File: src/rtl/l2trk_pkg.sv
package l2trk_pkg;
  typedef enum logic {
    KIND_PLAIN  = 1'b0,
    KIND_ATOMIC = 1'b1
  } kind_e;
endpackage

File: src/rtl/l2trk_find.sv
// Lowest-index search over a bit vector.
module l2trk_find #(
  parameter int N = 8,
  localparam int W = (N > 1) ? $clog2(N) : 1
) (
  input  logic [N-1:0] vec,
  output logic         any,
  output logic [W-1:0] idx
);
  always_comb begin
    any = 1'b0;
    idx = '0;
    for (int i = N - 1; i >= 0; i--) begin
      if (vec[i]) begin
        any = 1'b1;
        idx = W'(i);
      end
    end
  end
endmodule

File: src/rtl/l2trk_entry.sv
// One tracker entry: line address plus non-atomic and atomic outstanding counts.
module l2trk_entry #(
  parameter int AW = 26,
  parameter int CW = 4
) (
  input  logic          clk,
  input  logic          rst,
  input  logic          alloc,
  input  logic [AW-1:0] alloc_addr,
  input  logic          inc_na,
  input  logic          inc_at,
  input  logic          dec_na,
  input  logic          dec_at,
  output logic          vld,
  output logic [AW-1:0] addr,
  output logic [CW-1:0] na,
  output logic [CW-1:0] at
);
  logic [CW-1:0] na_n, at_n;

  always_comb begin
    na_n = na + CW'(inc_na) - CW'(dec_na);
    at_n = at + CW'(inc_at) - CW'(dec_at);
  end

  always_ff @(posedge clk) begin
    if (rst) begin
      vld  <= 1'b0;
      addr <= '0;
      na   <= '0;
      at   <= '0;
    end else begin
      if (alloc) addr <= alloc_addr;
      na  <= na_n;
      at  <= at_n;
      vld <= (na_n != '0) || (at_n != '0);
    end
  end
endmodule

File: src/rtl/l2_req_tracker.sv
module l2_req_tracker #(
  parameter int NE   = 8,
  parameter int AW   = 26,
  parameter int SW   = 4,
  parameter int BW   = 2,
  parameter int MAXP = 15,
  localparam int TW  = (NE > 1) ? $clog2(NE) : 1,
  localparam int CW  = $clog2(MAXP + 1)
) (
  input  logic          clk,
  input  logic          rst,
  input  logic          req_valid,
  output logic          req_ready,
  input  logic [AW-1:0] req_addr,
  input  logic          req_atomic,
  input  logic [SW-1:0] req_src,
  input  logic [BW-1:0] req_byp,
  output logic          dn_valid,
  output logic [TW-1:0] dn_tag,
  output logic [AW-1:0] dn_addr,
  output logic          dn_atomic,
  output logic [SW-1:0] dn_src,
  output logic [BW-1:0] dn_byp,
  input  logic          rsp_valid,
  input  logic [TW-1:0] rsp_tag,
  input  logic          rsp_atomic,
  input  logic [SW-1:0] rsp_src,
  input  logic [BW-1:0] rsp_byp,
  output logic          ret_valid,
  output logic [AW-1:0] ret_addr,
  output logic          ret_atomic,
  output logic [SW-1:0] ret_src,
  output logic [BW-1:0] ret_byp
);
  import l2trk_pkg::*;

  localparam logic [CW-1:0] CMAX = CW'(MAXP);

  logic [NE-1:0]         ent_vld;
  logic [NE-1:0][AW-1:0] ent_addr;
  logic [NE-1:0][CW-1:0] cnt_na;
  logic [NE-1:0][CW-1:0] cnt_at;
  logic [NE-1:0]         hit_vec;
  logic                  hit_any, free_any, can_take, accept;
  logic [TW-1:0]         hit_idx, free_idx, sel_idx;
  kind_e                 req_kind, rsp_kind;

  assign req_kind = kind_e'(req_atomic);
  assign rsp_kind = kind_e'(rsp_atomic);

  for (genvar i = 0; i < NE; i++) begin : g_hit
    assign hit_vec[i] = ent_vld[i] && (ent_addr[i] == req_addr);
  end

  l2trk_find #(.N(NE)) u_hit  (.vec(hit_vec),  .any(hit_any),  .idx(hit_idx));
  l2trk_find #(.N(NE)) u_free (.vec(~ent_vld), .any(free_any), .idx(free_idx));

  // Admission uses registered counts only, so a held atomic is released
  // in the cycle after its line's last non-atomic response.
  always_comb begin
    sel_idx = hit_any ? hit_idx : free_idx;
    if (hit_any) begin
      if (req_kind == KIND_ATOMIC)
        can_take = (cnt_na[hit_idx] == '0) && (cnt_at[hit_idx] != CMAX);
      else
        can_take = (cnt_na[hit_idx] != CMAX);
    end else begin
      can_take = free_any;
    end
  end

  assign req_ready = can_take;
  assign accept    = req_valid && can_take;

  for (genvar i = 0; i < NE; i++) begin : g_ent
    logic mine_req, mine_rsp;
    assign mine_req = accept && (sel_idx == TW'(i));
    assign mine_rsp = rsp_valid && (rsp_tag == TW'(i));
    l2trk_entry #(.AW(AW), .CW(CW)) u_ent (
      .clk        (clk),
      .rst        (rst),
      .alloc      (mine_req && !hit_any),
      .alloc_addr (req_addr),
      .inc_na     (mine_req && (req_kind == KIND_PLAIN)),
      .inc_at     (mine_req && (req_kind == KIND_ATOMIC)),
      .dec_na     (mine_rsp && (rsp_kind == KIND_PLAIN)),
      .dec_at     (mine_rsp && (rsp_kind == KIND_ATOMIC)),
      .vld        (ent_vld[i]),
      .addr       (ent_addr[i]),
      .na         (cnt_na[i]),
      .at         (cnt_at[i])
    );
  end

  always_ff @(posedge clk) begin
    if (rst) begin
      dn_valid   <= 1'b0;
      dn_tag     <= '0;
      dn_addr    <= '0;
      dn_atomic  <= 1'b0;
      dn_src     <= '0;
      dn_byp     <= '0;
      ret_valid  <= 1'b0;
      ret_addr   <= '0;
      ret_atomic <= 1'b0;
      ret_src    <= '0;
      ret_byp    <= '0;
    end else begin
      dn_valid   <= accept;
      dn_tag     <= sel_idx;
      dn_addr    <= req_addr;
      dn_atomic  <= req_atomic;
      dn_src     <= req_src;
      dn_byp     <= req_byp;
      ret_valid  <= rsp_valid;
      ret_addr   <= ent_addr[rsp_tag];
      ret_atomic <= rsp_atomic;
      ret_src    <= rsp_src;
      ret_byp    <= rsp_byp;
    end
  end
endmodule

File: config.mk
export PLATFORM = sky130hd
export DESIGN_NAME = l2_req_tracker
export DESIGN_NICKNAME = d
export VERILOG_FILES = /design/src/rtl/l2trk_pkg.sv /design/src/rtl/l2trk_find.sv /design/src/rtl/l2trk_entry.sv /design/src/rtl/l2_req_tracker.sv
export SDC_FILE = /design/constraint.sdc
export NUM_CORES = 1
export LEC_CHECK = 0
export ABC_AREA = 1
export ABC_CLOCK_PERIOD_IN_PS = 7750
export CORE_AREA = 2 2 248 274
export CTS_CLUSTER_DIAMETER = 200
export DETAILED_ROUTE_END_ITERATION = 7
export DIE_AREA = 0 0 250 276
export GPL_ROUTABILITY_DRIVEN = 0
export PLACE_DENSITY = 0.56
export SYNTH_ARGS = -nofsm -noshare
export SYNTH_HDL_FRONTEND = slang
export SYNTH_SLANG_ARGS = --single-unit
File: constraint.sdc
create_clock -name clk -period 7.75 [get_ports clk]
set_clock_uncertainty 0.2 [all_clocks]
set_input_delay 1.1625 -clock clk [delete_from_list [all_inputs] [get_ports clk]]
set_output_delay 1.1625 -clock clk [all_outputs]
set_load 0.005 [all_outputs]
**After elaboration in Yosys (flattened, before gate mapping)**

Cells that the tools add are included.

- Reduce and logical (&&, ||, !) cells: 94
- Multiply operators: 0
- Multiplexer cells: 41
- Shifts and indexed selects: 0
- Order comparisons: 2
- Add/sub/neg operators: 32
- Equal/unequal tests: 24
- Bitwise logic cells: 3
- Div/mod/pow operators: 0

Operators by type and width:

| operator | count |
|---|---|
| 26-bit == test | 8 |
| 26-bit binary-select mux with 3-bit select | 1 |
| 1-bit logical AND | 66 |
| 4-bit by 1-bit adder with 4-bit output | 16 |
| 4-bit nonzero test | 16 |
| 4-bit by 1-bit subtractor with 4-bit output | 16 |
| 3-bit two-way mux | 17 |
| 26-bit two-way mux | 1 |
| 4-bit binary-select mux with 3-bit select | 2 |
| 3-bit == test, second input constant | 8 |
| 1-bit two-way mux | 18 |
| 3-bit by 2-bit == test with 1-bit output, second input constant | 4 |
| 1-bit logical OR | 8 |
| 3-bit by 4-bit less-than comparator with 1-bit output, second input constant | 2 |
| 4-bit two-way mux | 2 |
| 4-bit != test, second input constant | 2 |
| 8-bit NOT | 1 |
| 3-bit by 1-bit == test with 1-bit output, second input constant | 2 |
| 3-bit zero test | 2 |
| 4-bit zero test | 1 |
| 1-bit NOT | 2 |
| 1-bit zero test | 1 |

- Output and inout bits: 72
- ROM bits: 0
- Memory bits (writable): 0
- Input bits: 47
- Bits in latches: 0
- Register bits after elaboration: 351
- Word-level logic and storage cells: 239
- Memories: 0

**Logic depth before layout (Yosys ltp)**

Gate-level depths: netlist of the first run.

- Depth after elaboration: 23
- Gate-level depth with buffers: 42
- Gate-level depth less buffers: 40

**By module**

Synthesis of the first run repeated with hierarchy kept, for this count alone.

- Cells, all modules: 2721
- Area, all modules: 19229.7 um^2

By module, submodules not included:

| module | area each (um^2) | cells an instance | sequential area each (um^2) | instances |
|---|---|---|---|---|
| l2trk_entry at g_ent[0].u_ent ... | 1526.5 | 195 | 700.7 | 5 |
| l2_req_tracker | 6839.1 | 1126 | 1421.4 | 1 |
| l2trk_entry at g_ent[5].u_ent ... | 1520.2 | 192 | 700.7 | 3 |
| l2trk_find | 98.8 | 22 | 0.0 | 2 |

**Least setup slack after synthesis of the first run**

No wires, ideal clock.

- Path kind: input -> register
- From: input port req_addr[1]
- To: register g_ent[2].u_ent.vld
- Setup time: 0.132 ns
- Stages: 34
- Path slack: 2.317 ns
- Arrival time: 5.101 ns
- Path through: buf_4 inv_4 buf_6 nand2_4 nand2_2 nor4_1 nand2_1 nor2_1 nand2_1 nand2_1 nand2_1 nand2_4 nand2_4 buf_6 nand2_1 nand3_1 nand2_1 nand2_1 o21ai_1 nand2_1 nand2_2 nand3_4 nor2_8 nand2_1 nor3_1 nand2_1 ha_1 inv_1 ha_1 fa_1 xnor2_1 nand4_1 nor4_1 a21oi_1

- Cells in the longest elaborated chain, start to end: 23
- Elaborated cells between the ends (all ways): 55
- Those cells by class: 4 x add/sub; 11 x eq/ne; 23 x mux; 17 x reduce/logical

RTL lines:

| what | RTL line | RTL |
|---|---|---|
| from (decl) | l2_req_tracker.sv:14 | `input logic [AW-1:0] req_addr,` |
| 26-bit == test | l2_req_tracker.sv:52 | `assign hit_vec[i] = ent_vld[i] && (ent_addr[i] == req_addr);` |
| 1-bit logical AND | l2_req_tracker.sv:52 |  |
| 3-bit two-way mux (8 in a row) | l2trk_find.sv:14 | `if (vec[i]) begin` |
| 4-bit binary-select mux with 3-bit select, on equally long branches | l2_req_tracker.sv:64, l2_req_tracker.sv:66 |  |
| 4-bit two-way mux, on equally long branches | l2_req_tracker.sv:64, l2_req_tracker.sv:66 |  |
| 4-bit != test or 4-bit zero test (tied branches) | l2_req_tracker.sv:64 | `can_take = (cnt_na[hit_idx] == '0) && (cnt_at[hit_idx] != CMAX);` |
| 1-bit logical AND | l2_req_tracker.sv:64 |  |
| 1-bit two-way mux | l2_req_tracker.sv:63 | `if (req_kind == KIND_ATOMIC)` |
| 1-bit two-way mux | l2_req_tracker.sv:62 | `if (hit_any) begin` |
| 1-bit logical AND | l2_req_tracker.sv:73 | `assign accept = req_valid && can_take;` |
| 1-bit logical AND (*) | l2_req_tracker.sv:77 | `assign mine_req = accept && (sel_idx == TW'(i));` |
| 1-bit logical AND, on equally long branches | l2_req_tracker.sv:84, l2_req_tracker.sv:85 |  |
| 4-bit by 1-bit adder with 4-bit output, on equally long branches | l2trk_entry.sv:22, l2trk_entry.sv:23 |  |
| 4-bit by 1-bit subtractor with 4-bit output, on equally long branches | l2trk_entry.sv:22, l2trk_entry.sv:23 |  |
| 4-bit nonzero test | l2trk_entry.sv:36 | `vld <= (na_n != '0) \|\| (at_n != '0);` |
| 1-bit logical OR (*) | l2trk_entry.sv:36 |  |
| to (signal assigned) | l2trk_entry.sv:36 |  |
| to (decl) | l2trk_entry.sv:14 | `output logic vld,` |

Every way passes the cells marked *; elsewhere a longest branch is shown, timed or not. The select of a mux whose other input is x is not followed.
A chain may end at the register's enable or synchronous reset.

**Worst setup path after layout of the first run**

- From: input port req_addr[10]
- To: register g_ent[4].u_ent.vld

- Cells in the longest elaborated chain, start to end: 23
- Elaborated cells between the ends (all ways): 55
- Those cells by class: 4 x add/sub; 11 x eq/ne; 23 x mux; 17 x reduce/logical

RTL lines:

| what | RTL line |
|---|---|
| 26-bit == test | l2_req_tracker.sv:52 |
| 1-bit logical AND | l2_req_tracker.sv:52 |
| 3-bit two-way mux (8 in a row) | l2trk_find.sv:14 |
| 4-bit binary-select mux with 3-bit select, on equally long branches | l2_req_tracker.sv:64, l2_req_tracker.sv:66 |
| 4-bit two-way mux, on equally long branches | l2_req_tracker.sv:64, l2_req_tracker.sv:66 |
| 4-bit != test or 4-bit zero test (tied branches) | l2_req_tracker.sv:64 |
| 1-bit logical AND | l2_req_tracker.sv:64 |
| 1-bit two-way mux | l2_req_tracker.sv:63 |
| 1-bit two-way mux | l2_req_tracker.sv:62 |
| 1-bit logical AND | l2_req_tracker.sv:73 |
| 1-bit logical AND (*) | l2_req_tracker.sv:77 |
| 1-bit logical AND, on equally long branches | l2_req_tracker.sv:84, l2_req_tracker.sv:85 |
| 4-bit by 1-bit adder with 4-bit output, on equally long branches | l2trk_entry.sv:22, l2trk_entry.sv:23 |
| 4-bit by 1-bit subtractor with 4-bit output, on equally long branches | l2trk_entry.sv:22, l2trk_entry.sv:23 |
| 4-bit nonzero test | l2trk_entry.sv:36 |
| 1-bit logical OR (*) | l2trk_entry.sv:36 |
| to (signal assigned) | l2trk_entry.sv:36 |
| to (decl) | l2trk_entry.sv:14 |

Marked as above.

==> qor.log, run 1 <==
qor: grt.antenna_found_initial 2
qor: cts.cts.sinks 351
qor: synth.yosys.cell_count.top_type sky130_fd_sc_hd__nand2_1
qor: worst_setup_path.path_common_cell sky130_fd_sc_hd__nand2_1
qor: die.std_cell_rows 99
qor: timing.final_period_minus_worst_setup_slack 6.79 ns
qor: routing.drt_iter0_drc 2232
qor: synth.synth.avg_cell_area 6.46 um2
qor: pwr.pwr_density_cell 253 nW/um2
qor: routing.pre_repair_dr_iteration_count 7
qor: timing.maxSlewHeadroom 0.213
qor: pwr.cell_internal_pwr 4000 uW
qor: synth.yosys-top-cells-area sky130_fd_sc_hd__dfxtp_1 32%, sky130_fd_sc_hd__nand2_1 17%, sky130_fd_sc_hd__nor2_1 12%
qor: cts.clock_path_buffers 3
qor: cells_and_area.num-nets-final 3518
qor: grt.grt_start_max_net_pins 74
qor: cells_and_area.layout-area-overhead-vs-synth 13.5%
qor: die.initial_core_util 0.327
qor: grt.first_global_vias 21021
qor: cts.clockRootBuffer sky130_fd_sc_hd__clkbuf_16
qor: synth.yosys-top-cells-count 958 x sky130_fd_sc_hd__nand2_1, 692 x sky130_fd_sc_hd__nor2_1, 411 x sky130_fd_sc_hd__inv_1
qor: pwr.seq_power_share 0.364
qor: worst_setup_path.slowest_delay 0.94 ns
qor: worst_setup_path.critical_path_fanouts_max 15
qor: cts.cts_tree built
qor: pwr.comb_power_frac 0.265
qor: cts.cts.htree.levels 2
qor: cells_and_area.layout.cells.non_filler 4283
qor: cts.tritoncts.num_buffers 45
qor: synth.synth_edf_count 0
qor: synth.yosys_most_used_dff sky130_fd_sc_hd__dfxtp_1
qor: timing.report.final.setup_viol 0
qor: worst_setup_path.worstPathBufferInverterCount 5
qor: synth.postSynthRegisterBits 351
qor: synth.ys_warn_count 0
qor: routing.drt-total-wl 88.4 mm
qor: synth.synth_area_leader_cell sky130_fd_sc_hd__dfxtp_1
qor: timing.setup_total_negative_slack 0 ns
qor: grt.global_route.overflow_total 0
qor: die.io_pins 119
qor: die.core-area 66100 um2
qor: synth.yosysUniqueCellTypes 52
qor: place.place.detailed.hpwl 63.5 mm
qor: synth.synth_fp_nets 3478
qor: worst_setup_path.worst-endpoint-required 8.00 ns
qor: pwr.pwr-share-clk 0.370
qor: cts.cts-resized-gates 0
qor: cells_and_area.fillCellCount 7282
qor: timing.period_share 0.877
qor: pwr.peakVddDrop 0.149 mV
qor: worst_setup_path.critical-path-top-delay-family simple AND/OR/NAND/NOR gates
qor: routing.avgRoutedWirePerCell 20.6 um
qor: timing.achievable-frequency 0.147 GHz
qor: die.die_w 250 um
qor: routing.drt.antenna.violating_nets 0
qor: place.post-place-cells 4202
qor: grt.track_usage 0.250
qor: cts.cts.clk_slew.worst_paths 0.06 ns
qor: worst_setup_path.critical_setup_path_class in -> reg
qor: die.height_of_the_die 276 um
qor: synth.asyncSetResetFlopFracSynth 0
qor: timing.rsz0062_at_grt false
qor: worst_setup_path.crit_arrival 7.04 ns
qor: timing.maxSlewViolCount 0
qor: timing.timing_worst_slew_pin_value 1.17 ns
qor: cells_and_area.multi_input_comb_area 11700 um2
qor: routing.num_vias 22086
qor: cts.clock_latency 0.61 ns
qor: timing.timing_hold_violations_final 0
qor: pwr.static-leakage-power 0.0116 uW
qor: worst_setup_path.cp-end-kind flip-flop
qor: synth.synthesis.instances 3351
qor: worst_setup_path.ff2ff_setup_slack 2.01 ns
qor: synth.synth_seq_area_share 0.325
qor: grt.wire_length_of_the_first_global_routing_pass 131 mm
qor: die.die-area 69000 um2
qor: worst_hold_path.worst_min_delay_path_category reg -> reg
qor: cts.cts_post_setup_buffers_inserted 0
qor: synth.synth.top_cell.area_share 0.325
qor: worst_setup_path.worstSetupStartpointType input pin
qor: cts.holdBufCountCts 0
qor: cells_and_area.drive_above_1_share 0.0523
qor: pwr.sw_frac_of_total 0.356
qor: pwr.p_switching 2220 uW
qor: status.status finished clean
qor: run.max_cap_viol_count 0
qor: worst_setup_path.critical-path-slowest-cell sky130_fd_sc_hd__clkdlybuf4s50_1
qor: cells_and_area.ff_latch_area 7030 um2
qor: routing.via_per_inst 5.16
qor: synth.post_synth_instance_area 21600 um2
qor: place.place.port_buffers 118
qor: routing.detail_route.drc_violations 0
-- tightest hold or removal path: stages, from the launching register on --
cell	delay, ns
sky130_fd_sc_hd__dfxtp_1	0.33
sky130_fd_sc_hd__inv_1	0.06
sky130_fd_sc_hd__nand2_1	0.04
sky130_fd_sc_hd__nand2_1	0.05
sky130_fd_sc_hd__nor2_1	0.03
-- flip-flops by register name, indices dropped and copies added (netlist names), 2 cells and up --
signal,count
g_ent.u_ent.addr,208
dn_byp,2
g_ent.u_ent.at,32
dn_tag,3
dn_src,4
ret_src,4
dn_addr,26
g_ent.u_ent.na,32
ret_addr,26
ret_byp,2
g_ent.u_ent.vld,8
-- metal layers --
layer	vias to the layer above	global-route usage	share of wire
met5	-	0	0
met4	0	0.155	0.070
met3	342	0.0538	0.094
met2	1178	0.410	0.45
met1	10062	0.298	0.38
li1	10504	-	-
-- cell families after synthesis --
kind of cell    share of synthesized area
simple gates                        0.370
buf+inv                             0.138
flops                               0.325
compound gates                     0.0747
xor+xnor                           0.0409
fa+ha+maj                          0.0518
-- final timing paths --
path	startpoint	end	cells after the start
worst max register to register	g_ent[7].u_ent.vld	g_ent[4].u_ent.vld	30
worst min register to register	g_ent[1].u_ent.addr[18]	g_ent[1].u_ent.addr[18]	4
worst min-delay path	g_ent[1].u_ent.addr[18]	g_ent[1].u_ent.addr[18]	4
worst max-delay path	req_addr[10]	g_ent[4].u_ent.vld	31
-- placed cells by master, fill, tap and decap left out, drive strengths merged, types with 8 or more instances in the layout --
| master | Yosys | routed |
|---|---|---|
| a2111oi | 20 | 20 |
| a21oi | 50 | 50 |
| buf | 133 | 51 |
| bufinv | 0 | 8 |
| clkbuf | 41 | 60 |
| clkdlybuf4s50 | 0 | 117 |
| clkinv | 5 | 15 |
| dfxtp | 351 | 351 |
| fa | 16 | 16 |
| ha | 64 | 64 |
| inv | 433 | 434 |
| nand2 | 972 | 972 |
| nand3 | 108 | 108 |
| nand3b | 9 | 9 |
| nand4 | 75 | 75 |
| nor2 | 693 | 693 |
| nor3 | 70 | 70 |
| nor4 | 11 | 11 |
| o2111ai | 16 | 16 |
| o21ai | 71 | 71 |
| o22ai | 85 | 85 |
| xnor2 | 67 | 67 |
| xor2 | 34 | 34 |
-- metrics by stage --
stage / cell area (um2) / worst slack [ns] / hold WS (ns) / utilization / total power, uW
2_1_floorplan: 21600 / 2.32 / 0.274 / - / 3350
3_3_place_gp: 23000 / 0.680 / 0.331 / 0.347 / 3890
3_5_place_dp: 23000 / 0.626 / 0.329 / 0.347 / 3890
4_1_cts: 24600 / 1.18 / 0.342 / 0.371 / 6210
5_1_grt: 24600 / 0.503 / 0.375 / 0.371 / 6510
6_report: 24600 / 0.955 / 0.344 / 0.371 / 6220
-- final cells by class --
cell class                      instances  share of cell area
Tap cell                              858              0.0437
Clock buffer                           60              0.0519
Multi-Input combinational cell       2387               0.475
Timing Repair Buffer                  168              0.0633
Clock inverter                         20              0.0131
Sequential cell                       351               0.286
Antenna cell                            1            0.000102
Inverter                              438              0.0672
-- power by group through the flow --
stage	sequential [uW]	combinational (uW)	clock (uW)
6_report	2260	1650	2300
4_1_cts	2250	1610	2350
3_3_place_gp	2290	1600	0
3_5_place_dp	2290	1600	0
2_1_floorplan	2200	1150	0
5_1_grt	2280	1810	2420
(Power assumes the default switching activity.)
==> run 2: changes to the inputs <==
--- a/config.mk
+++ b/config.mk
@@ -7,12 +7,13 @@
 export LEC_CHECK = 0
 export ABC_AREA = 1
 export ABC_CLOCK_PERIOD_IN_PS = 7750
-export CORE_AREA = 2 2 248 274
+export CORE_AREA = 2 2 260 262
 export CTS_CLUSTER_DIAMETER = 200
 export DETAILED_ROUTE_END_ITERATION = 7
-export DIE_AREA = 0 0 250 276
+export DIE_AREA = 0 0 262 264
 export GPL_ROUTABILITY_DRIVEN = 0
 export PLACE_DENSITY = 0.56
+export SLEW_MARGIN = 5
 export SYNTH_ARGS = -nofsm -noshare
 export SYNTH_HDL_FRONTEND = slang
 export SYNTH_SLANG_ARGS = --single-unit
==> run 2 against run 1 <==
  * Clock power is 3% lower
  * Combinational power is 2% lower
  * Sequential share of layout area is 0.066 points higher
  * Via count is 1.7% lower
  * Utilization is 0.32 points lower
  * Register-to-register slack better by 0.10 ns
  * Worst hold slack better by 0.0082 ns
  * Largest power group is now registers
  * Cell area is 0.23% lower
  * Total power is 1.8% lower
  * Worst setup slack worse by 0.024 ns
  * Wire length is 6.1% lower
  * Fmax is 0.36% lower
==> qor.log, run 2 (same netlist as run 1, synthesis figures left out) <==
qor: grt.global_route.overflow_total 0 [unchanged]
qor: place.place.detailed.hpwl 61.0 mm [was 63.5 mm]
qor: cells_and_area.fillCellCount 7190 [was 7282]
qor: cts.cts_tree built [unchanged]
qor: cts.tritoncts.num_buffers 44 [was 45]
qor: cts.clockRootBuffer sky130_fd_sc_hd__clkbuf_16 [unchanged]
qor: cts.cts.htree.levels 2 [unchanged]
qor: cells_and_area.top_register g_ent.u_ent.addr [unchanged]
qor: cells_and_area.multi_input_comb_area 11700 um2 [unchanged]
qor: cells_and_area.num-nets-final 3510 [was 3518]
qor: routing.drt.antenna.violating_nets 0 [unchanged]
qor: routing.avgRoutedWirePerCell 19.4 um [was 20.6 um]
qor: routing.num_vias 21710 [was 22086]
qor: worst_setup_path.worstSetupStartpointType input pin [unchanged]
qor: cells_and_area.layout-area-overhead-vs-synth 13.2% [was 13.5%]
qor: timing.achievable-frequency 0.147 GHz [about the same]
qor: timing.report.final.setup_viol 0 [unchanged]
qor: worst_setup_path.worst-endpoint-required 6.39 ns [was 8.00 ns]
qor: grt.track_usage 0.236 [was 0.250]
qor: cells_and_area.largest_reg_flops 208 [unchanged]
qor: cells_and_area.most-common-layout-cells 956 x sky130_fd_sc_hd__nand2_1, 690 x sky130_fd_sc_hd__nor2_1, 410 x sky130_fd_sc_hd__inv_1, 351 x sky130_fd_sc_hd__dfxtp_1, 117 x sky130_fd_sc_hd__clkdlybuf4s50_1 [unchanged]
qor: place.pre_cts_slack 0.578 ns [was 0.626 ns]
qor: die.io_pins 119 [unchanged]
qor: timing.timing_hold_violations_final 0 [unchanged]
qor: routing.detail_route.drc_violations 0 [unchanged]
qor: die.die_w 262 um [was 250 um]
qor: worst_setup_path.critical_setup_path_class in -> out [was in -> reg]
qor: cells_and_area.layout.cells.non_filler 4291 [was 4283]
qor: die.height_of_the_die 264 um [was 276 um]
qor: die.std_cell_rows 95 [was 99]
qor: die.core-area 66600 um2 [was 66100 um2]
qor: timing.timing_worst_slew_pin_value 1.07 ns [was 1.17 ns]
qor: cells_and_area.ff_latch_area 7030 um2 [unchanged]
qor: timing.final_period_minus_worst_setup_slack 6.82 ns [was 6.79 ns]
qor: worst_setup_path.critical_path_fanouts_max 12 [was 15]
qor: die.initial_core_util 0.325 [was 0.327]
qor: cts.cts-resized-gates 0 [unchanged]
qor: routing.drt-total-wl 83.1 mm [was 88.4 mm]
qor: routing.via_per_inst 5.06 [was 5.16]
qor: run.max_cap_viol_count 0 [unchanged]
qor: cts.clock_path_buffers 3 [unchanged]
qor: pwr.peakVddDrop 0.155 mV [was 0.149 mV]
qor: cts.cts.sinks 351 [unchanged]
qor: place.post-place-cells 4210 [was 4202]
qor: grt.grt_start_max_net_pins 143 [was 74]
qor: timing.maxSlewViolCount 0 [unchanged]
qor: grt.antenna_found_initial 0 [was 2]
qor: grt.first_global_vias 19720 [was 21021]
qor: timing.maxSlewHeadroom 0.266 [was 0.213]
qor: grt.wire_length_of_the_first_global_routing_pass 125 mm [was 131 mm]
qor: status.status finished clean [unchanged]
qor: timing.period_share 0.880 [was 0.877]
qor: cells_and_area.final_util 0.368 [was 0.371]
qor: worst_setup_path.crit_arrival 5.46 ns [was 7.04 ns]
qor: cells_and_area.drive_above_1_share 0.0512 [was 0.0523]
qor: routing.pre_repair_dr_iteration_count 6 [was 7]
qor: pwr.pwr_density_cell 249 nW/um2 [was 253 nW/um2]
qor: cells_and_area.commonest_non_fill_non_tap_cell_in_the_layout sky130_fd_sc_hd__nand2_1 [unchanged]
qor: timing.setup_slack 0.931 ns [was 0.955 ns]
qor: timing.setup_total_negative_slack 0 ns [unchanged]
qor: timing.rsz0062_at_grt false [unchanged]
qor: place.place.port_buffers 118 [unchanged]
qor: routing.drt_iter0_drc 2547 [was 2232]
qor: pwr.static-leakage-power 0.0115 uW [was 0.0116 uW]
qor: cells_and_area.insertedDiodeCount 0 [was 1]
qor: cells_and_area.layout_top_registers g_ent.u_ent.addr x208, g_ent.u_ent.at x32, g_ent.u_ent.na x32 [unchanged]
qor: worst_hold_path.worst_min_delay_path_category reg -> reg [unchanged]
qor: timing.hold_slack 0.353 ns [was 0.344 ns]
qor: die.die-area 69200 um2 [was 69000 um2]
qor: cts.clock_latency 0.61 ns [about the same]
qor: cts.holdBufCountCts 0 [unchanged]
qor: cts.cts.clk_slew.worst_paths 0.05 ns [was 0.06 ns]
qor: cts.cts_post_setup_buffers_inserted 0 [unchanged]
qor: worst_setup_path.cp-end-kind output pin [was flip-flop]
[run 2: cell count changes in the layout (fill, tap and decap cells not counted), moves of 2 or more]
cell | previous run | this run
sky130_fd_sc_hd__clkbuf_8 | 5 | 12
sky130_fd_sc_hd__clkinv_4 | 4 | 1
sky130_fd_sc_hd__clkbuf_1 | 8 | 6
sky130_fd_sc_hd__bufinv_16 | 8 | 5
sky130_fd_sc_hd__buf_4 | 51 | 43
sky130_fd_sc_hd__clkinv_2 | 6 | 10
[run 2: stage by stage]
step                      cell area (um2)  total power [uW]
final                               24500              6110
after CTS                           24500              6110
after detailed placement            22900              3860
after global placement              22900              3860
after floorplan                     21600              3350
after global routing                24500              6410
[run 2: per-layer routing]
layer	track usage	up-vias	part of all wire
met4	0.0837	0	0.038
met3	0.0432	183	0.091
met5	0	-	0
met2	0.361	1031	0.43
met1	0.332	10017	0.44
li1	-	10479	-
[run 2: power by group]
group          leakage (uW)  internal, uW  switching [uW]
Clock              0.000781          1360             877
Sequential          0.00286          2040             221
Combinational       0.00789           538            1070
[run 2: layout make-up]
cell class	instances	share of cell area
clock inverters	17	0.00919
repair buffers	161	0.0618
well taps	873	0.0446
multi-input cells	2387	0.476
inverters	438	0.0674
flip-flops and latches	351	0.287
clock buffers	64	0.0546
[run 2: path summary, 6_finish.rpt]
path / startpoint / to / slack, ns / depth (start not counted)
setup / recovery: req_addr[12] / req_ready / 0.93 / 22
hold / removal: g_ent[4].u_ent.addr[6] / g_ent[4].u_ent.addr[6] / 0.35 / 4
setup reg to reg: g_ent[6].u_ent.vld / g_ent[4].u_ent.vld / 2.11 / 30
hold reg to reg: g_ent[4].u_ent.addr[6] / g_ent[4].u_ent.addr[6] / 0.35 / 4
[run 2: worst max-delay path, cell delays in order]
cell and delay (ns):
sky130_fd_sc_hd__clkdlybuf4s50_1 0.74, sky130_fd_sc_hd__buf_4 0.34, sky130_fd_sc_hd__xnor2_1 0.35, sky130_fd_sc_hd__nand3_1 0.13, sky130_fd_sc_hd__nor3_1 0.21, sky130_fd_sc_hd__nand2_1 0.14, sky130_fd_sc_hd__nor2_1 0.18, sky130_fd_sc_hd__inv_1 0.06
sky130_fd_sc_hd__nand2_1 0.10, sky130_fd_sc_hd__nand2_1 0.31, sky130_fd_sc_hd__nand2_2 0.32, sky130_fd_sc_hd__nand2_1 0.09, sky130_fd_sc_hd__nand3_1 0.07, sky130_fd_sc_hd__nand2_1 0.08, sky130_fd_sc_hd__nor2_1 0.11, sky130_fd_sc_hd__nand2_1 0.06
sky130_fd_sc_hd__nand2_1 0.05, sky130_fd_sc_hd__nand2_1 0.07, sky130_fd_sc_hd__nand2_1 0.10, sky130_fd_sc_hd__nand3_4 0.11, sky130_fd_sc_hd__inv_1 0.14, sky130_fd_sc_hd__clkdlybuf4s50_1 0.53
